### src/rtl/vpc_pkg.sv
package vpc_pkg;

  typedef enum logic [1:0] {
    VPC_NORMAL = 2'b00,
    VPC_TRIG   = 2'b01,
    VPC_LOOP   = 2'b10,
    VPC_FORCE  = 2'b11
  } vpc_mode_e;

  typedef struct packed {
    logic pt_smp;   // pixel-test samples live pixel port
    logic pt_host;  // pixel-test loads host data
    logic dt_smp;   // DAC/control test registers sample live data
    logic dt_host;  // DAC-test loads host data
    logic sb_host;  // control-test loads host data
  } vpc_en_t;

  // edge of one bit, direction picked by fall
  function automatic logic edge_hit(input logic prev, input logic cur, input logic fall);
    return fall ? (prev & ~cur) : (~prev & cur);
  endfunction

  // capture enables for each mode
  function automatic vpc_en_t cap_enables(input vpc_mode_e mode, input logic trig,
                                          input logic pt_we, input logic dt_we,
                                          input logic sb_we);
    vpc_en_t e;
    e = '0;
    unique case (mode)
      VPC_NORMAL: begin
        e.pt_smp = 1'b1;
        e.dt_smp = 1'b1;
      end
      VPC_TRIG: begin
        e.pt_smp = trig;
        e.dt_smp = trig;
      end
      VPC_LOOP: begin
        e.pt_host = pt_we;
        e.dt_smp  = 1'b1;
      end
      VPC_FORCE: begin
        e.dt_host = dt_we;
        e.sb_host = sb_we;
      end
      default: e = '0;
    endcase
    return e;
  endfunction

endpackage

### src/rtl/vpc_edge.sv
module vpc_edge (
  input  logic clk_i,
  input  logic rst_ni,
  input  logic bit_i,
  input  logic fall_i,
  output logic hit_o
);

  logic prev_q;

  always_ff @(posedge clk_i or negedge rst_ni) begin
    if (!rst_ni) prev_q <= 1'b0;
    else         prev_q <= bit_i;
  end

  assign hit_o = vpc_pkg::edge_hit(prev_q, bit_i, fall_i);

endmodule

### src/rtl/vpc_capreg.sv
module vpc_capreg #(
  parameter int W = 8
) (
  input  logic         clk_i,
  input  logic         rst_ni,
  input  logic         smp_en_i,
  input  logic [W-1:0] smp_d_i,
  input  logic         host_en_i,
  input  logic [W-1:0] host_d_i,
  output logic [W-1:0] q_o
);

  always_ff @(posedge clk_i or negedge rst_ni) begin
    if (!rst_ni)        q_o <= '0;
    else if (host_en_i) q_o <= host_d_i;
    else if (smp_en_i)  q_o <= smp_d_i;
  end

endmodule

### src/rtl/vpc_outmux.sv
module vpc_outmux #(
  parameter int PW = 24,
  parameter int DW = 30,
  parameter int CW = 3
) (
  input  logic [1:0]    mode_i,
  input  logic [PW-1:0] pix_live_i,
  input  logic [PW-1:0] pt_q_i,
  input  logic [DW-1:0] pal_i,
  input  logic [DW-1:0] dt_q_i,
  input  logic [CW-1:0] ctl_live_i,
  input  logic [CW-1:0] sb_q_i,
  output logic [PW-1:0] pal_in_o,
  output logic [DW-1:0] dac_o,
  output logic [CW-1:0] ctl_o
);
  import vpc_pkg::*;

  vpc_mode_e mode;
  assign mode = vpc_mode_e'(mode_i);

  always_comb begin
    pal_in_o = (mode == VPC_LOOP)  ? pt_q_i : pix_live_i;
    dac_o    = (mode == VPC_FORCE) ? dt_q_i : pal_i;
    ctl_o    = (mode == VPC_FORCE) ? sb_q_i : ctl_live_i;
  end

endmodule

### src/rtl/vpath_capture.sv
module vpath_capture #(
  parameter int CH_W  = 8,
  parameter int DAC_W = 10
) (
  input  logic                 clk_i,
  input  logic                 rst_ni,
  input  logic [1:0]           mode_i,
  input  logic                 trig_fall_i,
  input  logic [CH_W-1:0]      pix_r_i,
  input  logic [CH_W-1:0]      pix_g_i,
  input  logic [CH_W-1:0]      pix_b_i,
  input  logic [3*DAC_W-1:0]   pal_data_i,
  input  logic                 sync_i,
  input  logic                 blank_i,
  input  logic                 pllref_i,
  input  logic                 pt_we_i,
  input  logic [3*CH_W-1:0]    pt_wdata_i,
  input  logic                 dt_we_i,
  input  logic [3*DAC_W-1:0]   dt_wdata_i,
  input  logic                 sbp_we_i,
  input  logic [2:0]           sbp_wdata_i,
  output logic [3*CH_W-1:0]    pt_cap_o,
  output logic [3*DAC_W-1:0]   dt_cap_o,
  output logic [2:0]           sbp_cap_o,
  output logic [3*CH_W-1:0]    pal_in_o,
  output logic [3*DAC_W-1:0]   dac_o,
  output logic [2:0]           ctl_o
);
  import vpc_pkg::*;

  localparam int PW = 3 * CH_W;
  localparam int DW = 3 * DAC_W;
  localparam int CW = 3;

  // named internal events
  logic [PW-1:0] pix_word;
  logic [CW-1:0] ctl_word;
  logic          trig_hit;
  vpc_en_t       en;

  assign pix_word = {pix_r_i, pix_g_i, pix_b_i};
  assign ctl_word = {sync_i, blank_i, pllref_i};

  vpc_edge u_edge (
    .clk_i  (clk_i),
    .rst_ni (rst_ni),
    .bit_i  (pix_r_i[CH_W-1]),
    .fall_i (trig_fall_i),
    .hit_o  (trig_hit)
  );

  assign en = cap_enables(vpc_mode_e'(mode_i), trig_hit, pt_we_i, dt_we_i, sbp_we_i);

  vpc_capreg #(.W(PW)) u_pt (
    .clk_i     (clk_i),
    .rst_ni    (rst_ni),
    .smp_en_i  (en.pt_smp),
    .smp_d_i   (pix_word),
    .host_en_i (en.pt_host),
    .host_d_i  (pt_wdata_i),
    .q_o       (pt_cap_o)
  );

  vpc_capreg #(.W(DW)) u_dt (
    .clk_i     (clk_i),
    .rst_ni    (rst_ni),
    .smp_en_i  (en.dt_smp),
    .smp_d_i   (pal_data_i),
    .host_en_i (en.dt_host),
    .host_d_i  (dt_wdata_i),
    .q_o       (dt_cap_o)
  );

  vpc_capreg #(.W(CW)) u_sb (
    .clk_i     (clk_i),
    .rst_ni    (rst_ni),
    .smp_en_i  (en.dt_smp),
    .smp_d_i   (ctl_word),
    .host_en_i (en.sb_host),
    .host_d_i  (sbp_wdata_i),
    .q_o       (sbp_cap_o)
  );

  vpc_outmux #(.PW(PW), .DW(DW), .CW(CW)) u_mux (
    .mode_i     (mode_i),
    .pix_live_i (pix_word),
    .pt_q_i     (pt_cap_o),
    .pal_i      (pal_data_i),
    .dt_q_i     (dt_cap_o),
    .ctl_live_i (ctl_word),
    .sb_q_i     (sbp_cap_o),
    .pal_in_o   (pal_in_o),
    .dac_o      (dac_o),
    .ctl_o      (ctl_o)
  );

endmodule

### config.mk
export PLATFORM = sky130hd
export DESIGN_NAME = vpath_capture
export DESIGN_NICKNAME = d
export VERILOG_FILES = /design/src/rtl/vpc_pkg.sv /design/src/rtl/vpc_edge.sv /design/src/rtl/vpc_capreg.sv /design/src/rtl/vpc_outmux.sv /design/src/rtl/vpath_capture.sv
export SDC_FILE = /design/constraint.sdc
export NUM_CORES = 1
export LEC_CHECK = 0
export ABC_AREA = 1
export BUFFER_PORTS_ARGS = -buffer_cell sky130_fd_sc_hd__buf_4
export CELL_PAD_IN_SITES_DETAIL_PLACEMENT = 1
export CELL_PAD_IN_SITES_GLOBAL_PLACEMENT = 2
export CORE_MARGIN = 2
export CORE_UTILIZATION = 18
export DETAILED_ROUTE_END_ITERATION = 6
export PLACE_DENSITY_LB_ADDON = 0.15
export SLEW_MARGIN = 30
export SYNTH_ARGS = -nofsm -noshare
export SYNTH_HDL_FRONTEND = slang
export SYNTH_SLANG_ARGS = --single-unit
### constraint.sdc
create_clock -name clk_i -period 1.8 [get_ports clk_i]
set_input_delay 0.54 -clock clk_i [delete_from_list [all_inputs] [get_ports clk_i]]
set_output_delay 0.54 -clock clk_i [all_outputs]
set_load 0.03 [all_outputs]
==> key figures, run 1 <==
Status
  – Outcome: complete, but fails checks
  – Failing checks: setup timing

GRT
  – Global route overflow: 0
  – Initial antenna violation count: 0
  – Vias in the first global route: ~5.3k
  – Total track usage: 15.43%
  – Largest net degree at the start of global routing: 37
  – First-pass GRT wire length: 27800 um

Clock network
  – Clk pin slew, worst setup/hold paths: 0.06 ns
  – Insertion delay to the later sink of the worst-skew pair: 0.33 ns
  – TritonCTS buffer count: 9
  – CTS tree: yes
  – Max H-tree Level: 3
  – Max clock buf depth: 2
  – TritonCTS Sinks: 58
  – Hold_buf cts: 0
  – Clock Root Buffer: clkbuf_16

Critical path
  – R2R cell count: 8
  – Crit end category: output port
  – Worst EP arrival: 1.44 ns
  – Required @ worst endpoint: 1.26 ns
  – CP Max Fanout: 6
  – Crit Path Class: input pin to output port
  – CP startpoint kind: input pin

Layout
  – Final Non-Filler Cells: 1154
  – Reg area: 1451 sq um
  – Antenna cells: 0
  – Multi-input gate area: roughly 2400 sq um
  – Post-route cell area: 7093 sq um
  – # fillers: 2629
  – Layout cell share with drive strength beyond 1: 41.75%
  – Fin nets: 996
  – P&R area growth vs syn: 82.22%

Drt
  – DRT iter0 DRCs: 133
  – TritonRoute pass-1 iters: 6
  – DRC: 0
  – Drt wl/cell: 15.42 um
  – Top Layer Used: met4
  – Wire length on met1: about 7600 um
  – Met2 routed WL: ~9000 um
  – Metal3 WL: 1117 um
  – Vias/cell: 4.371
  – Final WL: 17800 um
  – Routed Antenna Nets: 0
  – Vias: 5044

Die
  – Die Height: 151.1 um
  – # IOs: 236
  – Die width: roughly 150 um
  – Core Area: 21150 sq um
  – Die area: 22820 sq um
  – Initial core utilization: 18.40%
  – Std cell rows: 53

Run
  – Max-cap violations: 0

STA
  – Hold Fails Final Rpt: 0
  – Slew headroom: roughly 72%
  – Final Worst Setup Slack: -0.1772 ns
  – Period minus WS final: 1.977 ns
  – Unrepaired setup endpoints after global routing: yes
  – Max-slew violation count: 0
  – Fmax: 505.8 MHz
  – Least-Margin Pin Slew: about 0.41 ns
  – Setup-failing EPs final: 57
  – Total negative slack: -5.713 ns
  – Clock skew: 0.004276 ns
  – Hold_ws: 0.1255 ns
  – Period utilization: 109.8%

Yosys
  – Share of the synthesized area in the top cell type: 40.31%
  – Sequential fraction of the synthesis area: 37.29%
  – Most frequent cells after synthesis: nand2_1 (418), dfrtp_1 (58), nand4_1 (57), nand3_1 (26), buf_2 (22)
  – EDFF count, synth: 0
  – Synth Flop Type: dfrtp_1
  – Largest area contributor in the netlist: nand2_1
  – Fraction of registers with async set/reset: 100.0%
  – Count leader, synth: nand2_1
  – Syn avg cell area: 6.111 sq um
  – Synth warn: 0
  – Synth area leaders: nand2_1 (40%), dfrtp_1 (37%), nand4_1 (9.2%)
  – Synth Net Count: around 760
  – Post-synth design cell area: 3892 sq um
  – Cell count after synthesis: 637
  – Netlist cell types: 16
  – Synthesis-stage register bit count: 58

Pwr
  – Pwr Density: 839.0 nW/um^2
  – Pleak: about 4.0 nW
  – Peak VDD IR: 0.3934 mV

Place
  – Dpl cell area: between 6000 and 7000 sq um
  – I/O Buffers: 235
  – Placed insts: 1124
  – Post-DP HPWL: 13580 um
  – GPL Wtd Cong: 0.7400

Worst hold path
  – HP Class: input pin to async pin
logic make-up (layout without fill, tap and decap cells):
logic type             count (synthesis)  after routing  share of synthesized area (%)
AND/OR/NAND/NOR                      506            506                          53.94
AO/OA/AOI/OAI                         11             11                          1.414
flip-flops                            58             58                          37.29
buffers and inverters                 62            304                          7.361
path summary, 6_finish.rpt:
check | start | end | slack [ns]
max in group asynchronous | rst_ni | u_pt.q_o[6] | 1.13
worst min register to register | u_pt.q_o[23] | u_pt.q_o[23] | 0.57
min in group clk_i | pix_r_i[7] | u_edge.prev_q | 0.34
worst max register to register | u_edge.prev_q | u_dt.q_o[22] | 0.51
worst max-delay path | mode_i[0] | pal_in_o[7] | -0.18
worst min-delay path | rst_ni | u_pt.q_o[13] | 0.13
where the power goes:
part	switching (mW)	internal, mW	total, mW	leakage (nW)
logic	1.31	0.927	2.23	3.07
clock network	0.604	1.42	2.02	0.176
registers	0.209	1.49	1.69	0.710
layout by cell type, fill, tap and decap left out, types with 3 or more instances in the layout:
master / count
buf_12: 16
nand4_1: 57
bufinv_16: 3
o21ai_1: 4
clkbuf_16: 11
nand3_1: 26
buf_6: 29
nand2_1: 353
inv_1: 9
nand2_2: 48
o21ai_0: 5
dfrtp_1: 58
nand2_4: 18
buf_4: 223
registers in the layout (all words and copies together) (netlist names):
signal / cells
u_dt.q_o: 30
u_pt.q_o: 24
u_edge.prev_q: 1
u_sb.q_o: 3
metrics by stage:
stage,power [mW],utilization (%),setup slack [ns]
final,5.951,33.53,-0.1772
after global routing,6.280,33.53,-0.2333
after CTS,6.020,33.15,-0.1512
after detailed placement,3.812,29.54,-0.3242
after global placement,3.776,29.54,-0.2725
after floorplan,2.824,-,-0.05555
worst max-delay path, cell delays in order:
cell     delay, ns
buf_12        0.11
nor2_4        0.16
buf_12        0.13
buf_12        0.12
buf_12        0.13
nand2_2       0.06
nand2_4       0.06
buf_6         0.12
repair_timing:
action / in CTS / in global routing
gates resized for setup: 72 / 8
pin swaps: 7 / 1
setup buffers: 10 / 0
setup endpoints to repair: 57 / 57
gates cloned: 2 / 2
area by class of cell:
class | instances | area share, %
multi-input cells | 517 | 34.04
clock buffers | 11 | 3.563
flip-flops and latches | 58 | 20.46
clock inverters | 5 | 1.411
repair buffers | 274 | 34.63
inverters | 14 | 1.041
well taps | 275 | 4.851
routing by layer:
metal / up-vias / track usage (%)
li1: 2496 / -
met1: 2376 / 19.30
met2: 159 / 26.77
met3: 13 / 3.494
met4: 0 / 4.019
met5: - / 0
No activity file was read; power rests on OpenSTA's default activity.
==> run 2: changes to the inputs <==
--- a/config.mk
+++ b/config.mk
@@ -9,10 +9,13 @@
 export BUFFER_PORTS_ARGS = -buffer_cell sky130_fd_sc_hd__buf_4
 export CELL_PAD_IN_SITES_DETAIL_PLACEMENT = 1
 export CELL_PAD_IN_SITES_GLOBAL_PLACEMENT = 2
+export CORE_ASPECT_RATIO = 2
 export CORE_MARGIN = 2
 export CORE_UTILIZATION = 18
 export DETAILED_ROUTE_END_ITERATION = 6
+export GPL_ROUTABILITY_DRIVEN = 0
 export PLACE_DENSITY_LB_ADDON = 0.15
+export SETUP_SLACK_MARGIN = 0.2
 export SLEW_MARGIN = 30
 export SYNTH_ARGS = -nofsm -noshare
 export SYNTH_HDL_FRONTEND = slang
==> run 2 against run 1 <==
Routed wire length rose by 17%. Count of clock-buffer cells in the layout rose by 1. The flow still finishes with violations (setup timing). Critical path depth did not move. Register-to-register slack got worse by 0.14 ns. Highest routed layer unchanged. Clock skew rose by 0.0028 ns. Worst hold slack improved by 0.014 ns.
==> key figures, run 2 (synthesis gave the netlist of run 1 again) <==
Status
  – Outcome: complete, but fails checks
  – Failing checks: setup timing

Layout
  – Most frequent cells in the layout: nand2_1 (295), buf_4 (208), nand2_4 (75), dfrtp_1 (58), nand4_1 (57)
  – Final core utilization: 37.39%
  – Antenna cells: 0
  – Largest register FFs: 30
  – Fin nets: 1013
  – Largest registers: u_dt.q_o x30, u_pt.q_o x24, u_sb.q_o x3
  – Most common cell after layout, fill and taps aside: nand2_1
  – Layout cell share with drive strength beyond 1: 49.67%
  – Biggest register: u_dt.q_o
  – P&R area growth vs syn: 105.5%
  – Post-route cell area: 8000 sq um

GRT
  – Met3 Use GR: 3.725%
  – GR peak layer: met2
  – Initial antenna violation count: 0
  – GRT met1 Usage: 17.92%
  – Met2 Use GR: roughly 34%
  – Largest net degree at the start of global routing: 43
  – First-pass GRT wire length: ~31000 um
  – Global route overflow: 0
  – Vias in the first global route: 5754
  – Total track usage: 17.41%

Pwr
  – Peak VDD IR: 0.5300 mV
  – Overall power: approximately 6.3 mW
  – Pleak: 4.415 nW
  – Pwr Density: between 700 and 800 nW/um^2

Drt
  – TritonRoute pass-1 iters: 4
  – Vias: 5250
  – Vias/cell: 4.491
  – Drt wl/cell: around 18 um
  – Routed Antenna Nets: 0
  – DRT iter0 DRCs: 108
  – DRC: 0
  – Final WL: 20900 um

Critical path
  – Worst EP arrival: approximately 1.5 ns
  – Worst setup startpoint: mode_i[0]
  – Required @ worst endpoint: 1.26 ns
  – Reg2reg start: u_edge.prev_q
  – CP startpoint kind: input pin
  – Crit Path Class: input pin to output port
  – CP Max Fanout: 12
  – Crit end category: output port

STA
  – Slew headroom: 70.14%
  – Total negative slack: -8.209 ns
  – Period minus WS final: 1.998 ns
  – Hold Fails Final Rpt: 0
  – Unrepaired setup endpoints after global routing: yes
  – Clock skew: 0.007038 ns
  – Max-slew violation count: 0
  – Fmax: 500.6 MHz
  – Period utilization: 111.0%
  – Final Worst Setup Slack: -0.1975 ns
  – Least-Margin Pin Slew: approximately 0.45 ns
  – Setup-failing EPs final: 57

Place
  – Post-DP HPWL: 14540 um
  – I/O Buffers: around 240
  – Dpl cell area: 6759 sq um

Clock network
  – TritonCTS Sinks: 58
  – Insertion delay to the later sink of the worst-skew pair: 0.33 ns
  – Clock Root Buffer: clkbuf_16
  – Max H-tree Level: 3
  – CTS tree: yes
  – TritonCTS buffer count: 9
  – Max clock buf depth: 2
  – Clk pin slew, worst setup/hold paths: 0.06 ns

Run
  – Max-cap violations: 0

Die
  – Initial core utilization: between 10% and 20%
  – Die Height: 212.0 um
  – Core Area: 21400 sq um
  – Die area: 22890 sq um
  – # IOs: 236
  – Die width: roughly 110 um
  – Std cell rows: 76

Worst hold path
  – HP Class: input pin to async pin
==> run 2: worst max-delay path: stages <==
cell      delay [ns]
buf_12          0.11
nor2_4          0.16
buf_6           0.14
clkinv_8        0.06
buf_12          0.15
nand2_2         0.09
nand2_4         0.05
buf_6           0.13
==> run 2: routing by layer <==
metal  up-vias  wire (um)
li1       2532          -
met1      2544       6979
met2       156      12550
met3        18       1057
met4         0        309
met5         -          0
==> run 2: metrics by stage <==
step / hold slack, ns / instances / worst slack, ns
finish: 0.1391 / 1169 / -0.1975
global route: 0.1537 / 1169 / -0.2407
CTS: 0.1503 / 1160 / -0.1666
detailed placement: 0.5173 / 1128 / -0.2572
global placement: 0.5108 / 1128 / -0.2120
floorplan: 0.2444 / 637 / -0.006604
==> run 2: final cells by class <==
type	count	area, sq um
clock buffer	12	256.5
clock inverter	4	97.59
fill	2590	13400
inverter	14	83.83
multi-input combinational	517	2933
sequential	58	1451
tap	273	341.6
timing repair buffer	291	2836
==> run 2: what timing repair did <==
item,CTS,global route
setup endpoints to repair,57,82
pin swaps,2,4
resized for setup,100,37
buffers inserted,10,2
hold buffers,0,0
cloned,6,7
==> run 2: report_power, final <==
group | internal (mW) | total (mW) | switching, mW
combinational | 1.07 | 2.52 | 1.44
sequential | 1.48 | 1.72 | 0.238
clock | 1.43 | 2.06 | 0.634
==> run 2: final timing paths <==
path	end	slack [ns]	cells after the start
min	u_pt.q_o[15]	0.14	1
min in group clk_i	u_edge.prev_q	0.35	1
max reg2reg	u_sb.q_o[0]	0.37	7
min reg2reg	u_dt.q_o[3]	0.56	2
max	pal_in_o[4]	-0.20	8
max in group asynchronous	u_dt.q_o[4]	1.11	2
==> run 3: changes to the inputs <==
--- a/config.mk
+++ b/config.mk
@@ -5,13 +5,12 @@
 export SDC_FILE = /design/constraint.sdc
 export NUM_CORES = 1
 export LEC_CHECK = 0
-export ABC_AREA = 1
 export BUFFER_PORTS_ARGS = -buffer_cell sky130_fd_sc_hd__buf_4
 export CELL_PAD_IN_SITES_DETAIL_PLACEMENT = 1
 export CELL_PAD_IN_SITES_GLOBAL_PLACEMENT = 2
 export CORE_ASPECT_RATIO = 2
 export CORE_MARGIN = 2
-export CORE_UTILIZATION = 18
+export CORE_UTILIZATION = 24
 export DETAILED_ROUTE_END_ITERATION = 6
 export GPL_ROUTABILITY_DRIVEN = 0
 export PLACE_DENSITY_LB_ADDON = 0.15
==> run 3 against run 2 <==
The flow still finishes with violations (setup timing). Clock skew shrank 0.0018 ns. Sequential power shrank 3%. Final area shrank 5.0%. Global-route usage grew 2.6 points.
==> key figures, run 3 <==
Critical path
  – CP Capture Point: pal_in_o[17]
  – Crit end category: output port
  – Max stage delay on crit path: about 0.30 ns
  – CP Depth: 6
  – Crit path max-delay cell type: mux2_4
  – Reg2reg start: u_edge.prev_q
  – CP startpoint kind: input pin
  – CP Max Fanout: 6
  – Reg-to-reg endpoint: u_pt.q_o[16]
  – Critical-path cell list: buf_8, nor2b_4, buf_6, buf_16, mux2_4, buf_6
  – Worst setup startpoint: mode_i[1]
  – Crit path top cell by count: buf_6
  – Crit Path Class: input pin to output port
  – Required @ worst endpoint: approximately 1.3 ns
  – CP top delay family: buffers and inverters
  – R2R Setup Slk: around 0.15 ns
  – Worst Path Buf+Inv: 4
  – R2R cell count: 3
  – Worst EP arrival: ~1.5 ns

Place
  – Placed insts: between 800 and 900
  – I/O Buffers: 235
  – Dpl cell area: between 6000 and 7000 sq um
  – Post-DP HPWL: 13650 um
  – DP Worst Slack: -0.2813 ns

Die
  – # IOs: 236
  – Initial core utilization: 24.25%
  – Die width: between 100 and 150 um
  – Die area: 20030 sq um
  – Die Height: 198.1 um
  – Core Area: 18660 sq um
  – Std cell rows: between 70 and 80

Yosys
  – Cell count after synthesis: 442
  – Share of the synthesized area in the top cell type: between 30 and 40%
  – EDFF count, synth: 0
  – Most frequent cells after synthesis: dfrtp_1 (58), mux2_2 (57), nand2b_1 (56), a2bb2oi_1 (34)
  – Synth Net Count: 564
  – Sequential fraction of the synthesis area: 32.09%
  – Fraction of registers with async set/reset: 100.0%
  – Largest area contributor in the netlist: dfrtp_1
  – Synthesis-stage register bit count: 58
  – Syn avg cell area: 10.23 sq um
  – Synth warn: 0
  – Synth area leaders: dfrtp_1 (32%), mux2_2 (14%), o211ai_2 (8.3%)
  – Netlist cell types: 27
  – Post-synth design cell area: around 4500 sq um
  – Synth Flop Type: dfrtp_1
  – Count leader, synth: dfrtp_1

Clock network
  – Hold_buf cts: 0
  – Max H-tree Level: 3
  – Max clock buf depth: 2
  – TritonCTS buffer count: 9
  – TritonCTS Sinks: 58
  – Clk pin slew, worst setup/hold paths: 0.06 ns
  – Insertion delay to the later sink of the worst-skew pair: 0.33 ns
  – Clock Root Buffer: clkbuf_16
  – CTS tree: yes

STA
  – Clock skew: 0.005251 ns
  – Fmax: 482.0 MHz
  – Hold_ws: 0.1486 ns
  – Final Worst Setup Slack: -0.2747 ns
  – Hold Fails Final Rpt: 0
  – Max-slew violation count: 0
  – Setup-failing EPs final: 57
  – Period utilization: 115.3%
  – Least-Margin Pin Slew: roughly 0.49 ns
  – Total negative slack: -12.47 ns
  – Unrepaired setup endpoints after global routing: yes
  – Period minus WS final: 2.075 ns
  – Slew headroom: 67.29%

Run
  – Max-cap violations: 0

GRT
  – Global route overflow: 0
  – Vias in the first global route: 5389
  – Initial antenna violation count: 0
  – Total track usage: 20.00%
  – Largest net degree at the start of global routing: 51
  – First-pass GRT wire length: between 30000 and 40000 um

Pwr
  – Pleak: 3.598 nW
  – Peak VDD IR: 0.3585 mV
  – Pwr Density: 778.5 nW/um^2
  – Overall power: 5.915 mW

Status
  – Failing checks: setup timing
  – Outcome: complete, but fails checks

Layout
  – Largest register FFs: 30
  – Layout cell share with drive strength beyond 1: a little under three fifths
  – # fillers: 2101
  – P&R area growth vs syn: 67.97%
  – Multi-input gate area: roughly 3100 sq um
  – Largest registers: u_dt.q_o x30, u_pt.q_o x24, u_sb.q_o x3
  – Most frequent cells in the layout: buf_4 (190), buf_6 (61), dfrtp_1 (58), mux2_4 (56), nand2b_1 (56)
  – Reg area: 1451 sq um
  – Antenna cells: 0
  – Post-route cell area: 7597 sq um
  – Final core utilization: 40.72%
  – Fin nets: 796
  – Biggest register: u_dt.q_o
  – Final Non-Filler Cells: 897
  – Most common cell after layout, fill and taps aside: buf_4

Worst hold path
  – HP Class: input pin to async pin

Drt
  – Final WL: 20730 um
  – Drt wl/cell: roughly 23 um
  – DRT iter0 DRCs: 117
  – TritonRoute pass-1 iters: 5
  – DRC: 0
  – Routed Antenna Nets: 0
  – Vias/cell: 5.402
  – Vias: 4846
## run 3: power by group
part           switching (mW)  total [mW]  internal (mW)
clock                   0.627        1.73           1.10
combinational            1.32        2.52           1.20
sequential              0.192        1.67           1.47
total                    2.14        5.91           3.77
## run 3: layout make-up
cell class	count	area share, %
Clock inverter	3	0.5270
Inverter	1	0.04941
Multi-Input combinational cell	337	41.27
Sequential cell	58	19.10
Tap cell	219	3.607
Clock buffer	12	3.244
Timing Repair Buffer	267	32.20
## run 3: cells by family (layout without fill, tap and decap cells)
kind of cell | count (synthesis) | after routing | synth area share [%]
buf+inv | 52 | 283 | 5.698
flops | 58 | 58 | 32.09
simple gates | 124 | 126 | 16.71
compound gates | 118 | 121 | 24.01
mux | 90 | 90 | 21.49
## run 3: routing by layer
layer  track usage [%]  wire length [um]  up-vias
li1                  -                 -     2185
met4             6.857               523        0
met5                 0                 0        -
met2             39.64             12200      174
met1             19.89              6951     2463
met3             3.848              1061       24
## run 3: timing repair
action | CTS | global route
pin swaps | 3 | 1
resized for setup | 84 | 5
setup buffers | 4 | 0
setup endpoints to repair | 92 | 113
cloned | 5 | 4
## run 3: worst min-delay path by stage
stage                  endpoint  cells past startpoint    from
floorplan           u_dt.q_o[0]                      0  rst_ni
finish              u_dt.q_o[5]                      1  rst_ni
detailed placement  u_dt.q_o[5]                      1  rst_ni
global placement    u_dt.q_o[5]                      1  rst_ni
global route        u_dt.q_o[5]                      1  rst_ni
CTS                 u_dt.q_o[5]                      1  rst_ni
## run 3: worst reg2reg max path, cell delays in order (launching register included)
cell	delay, ns
dfrtp_1	0.39
or4b_4	0.60
o211a_4	0.23
a221o_1	0.32
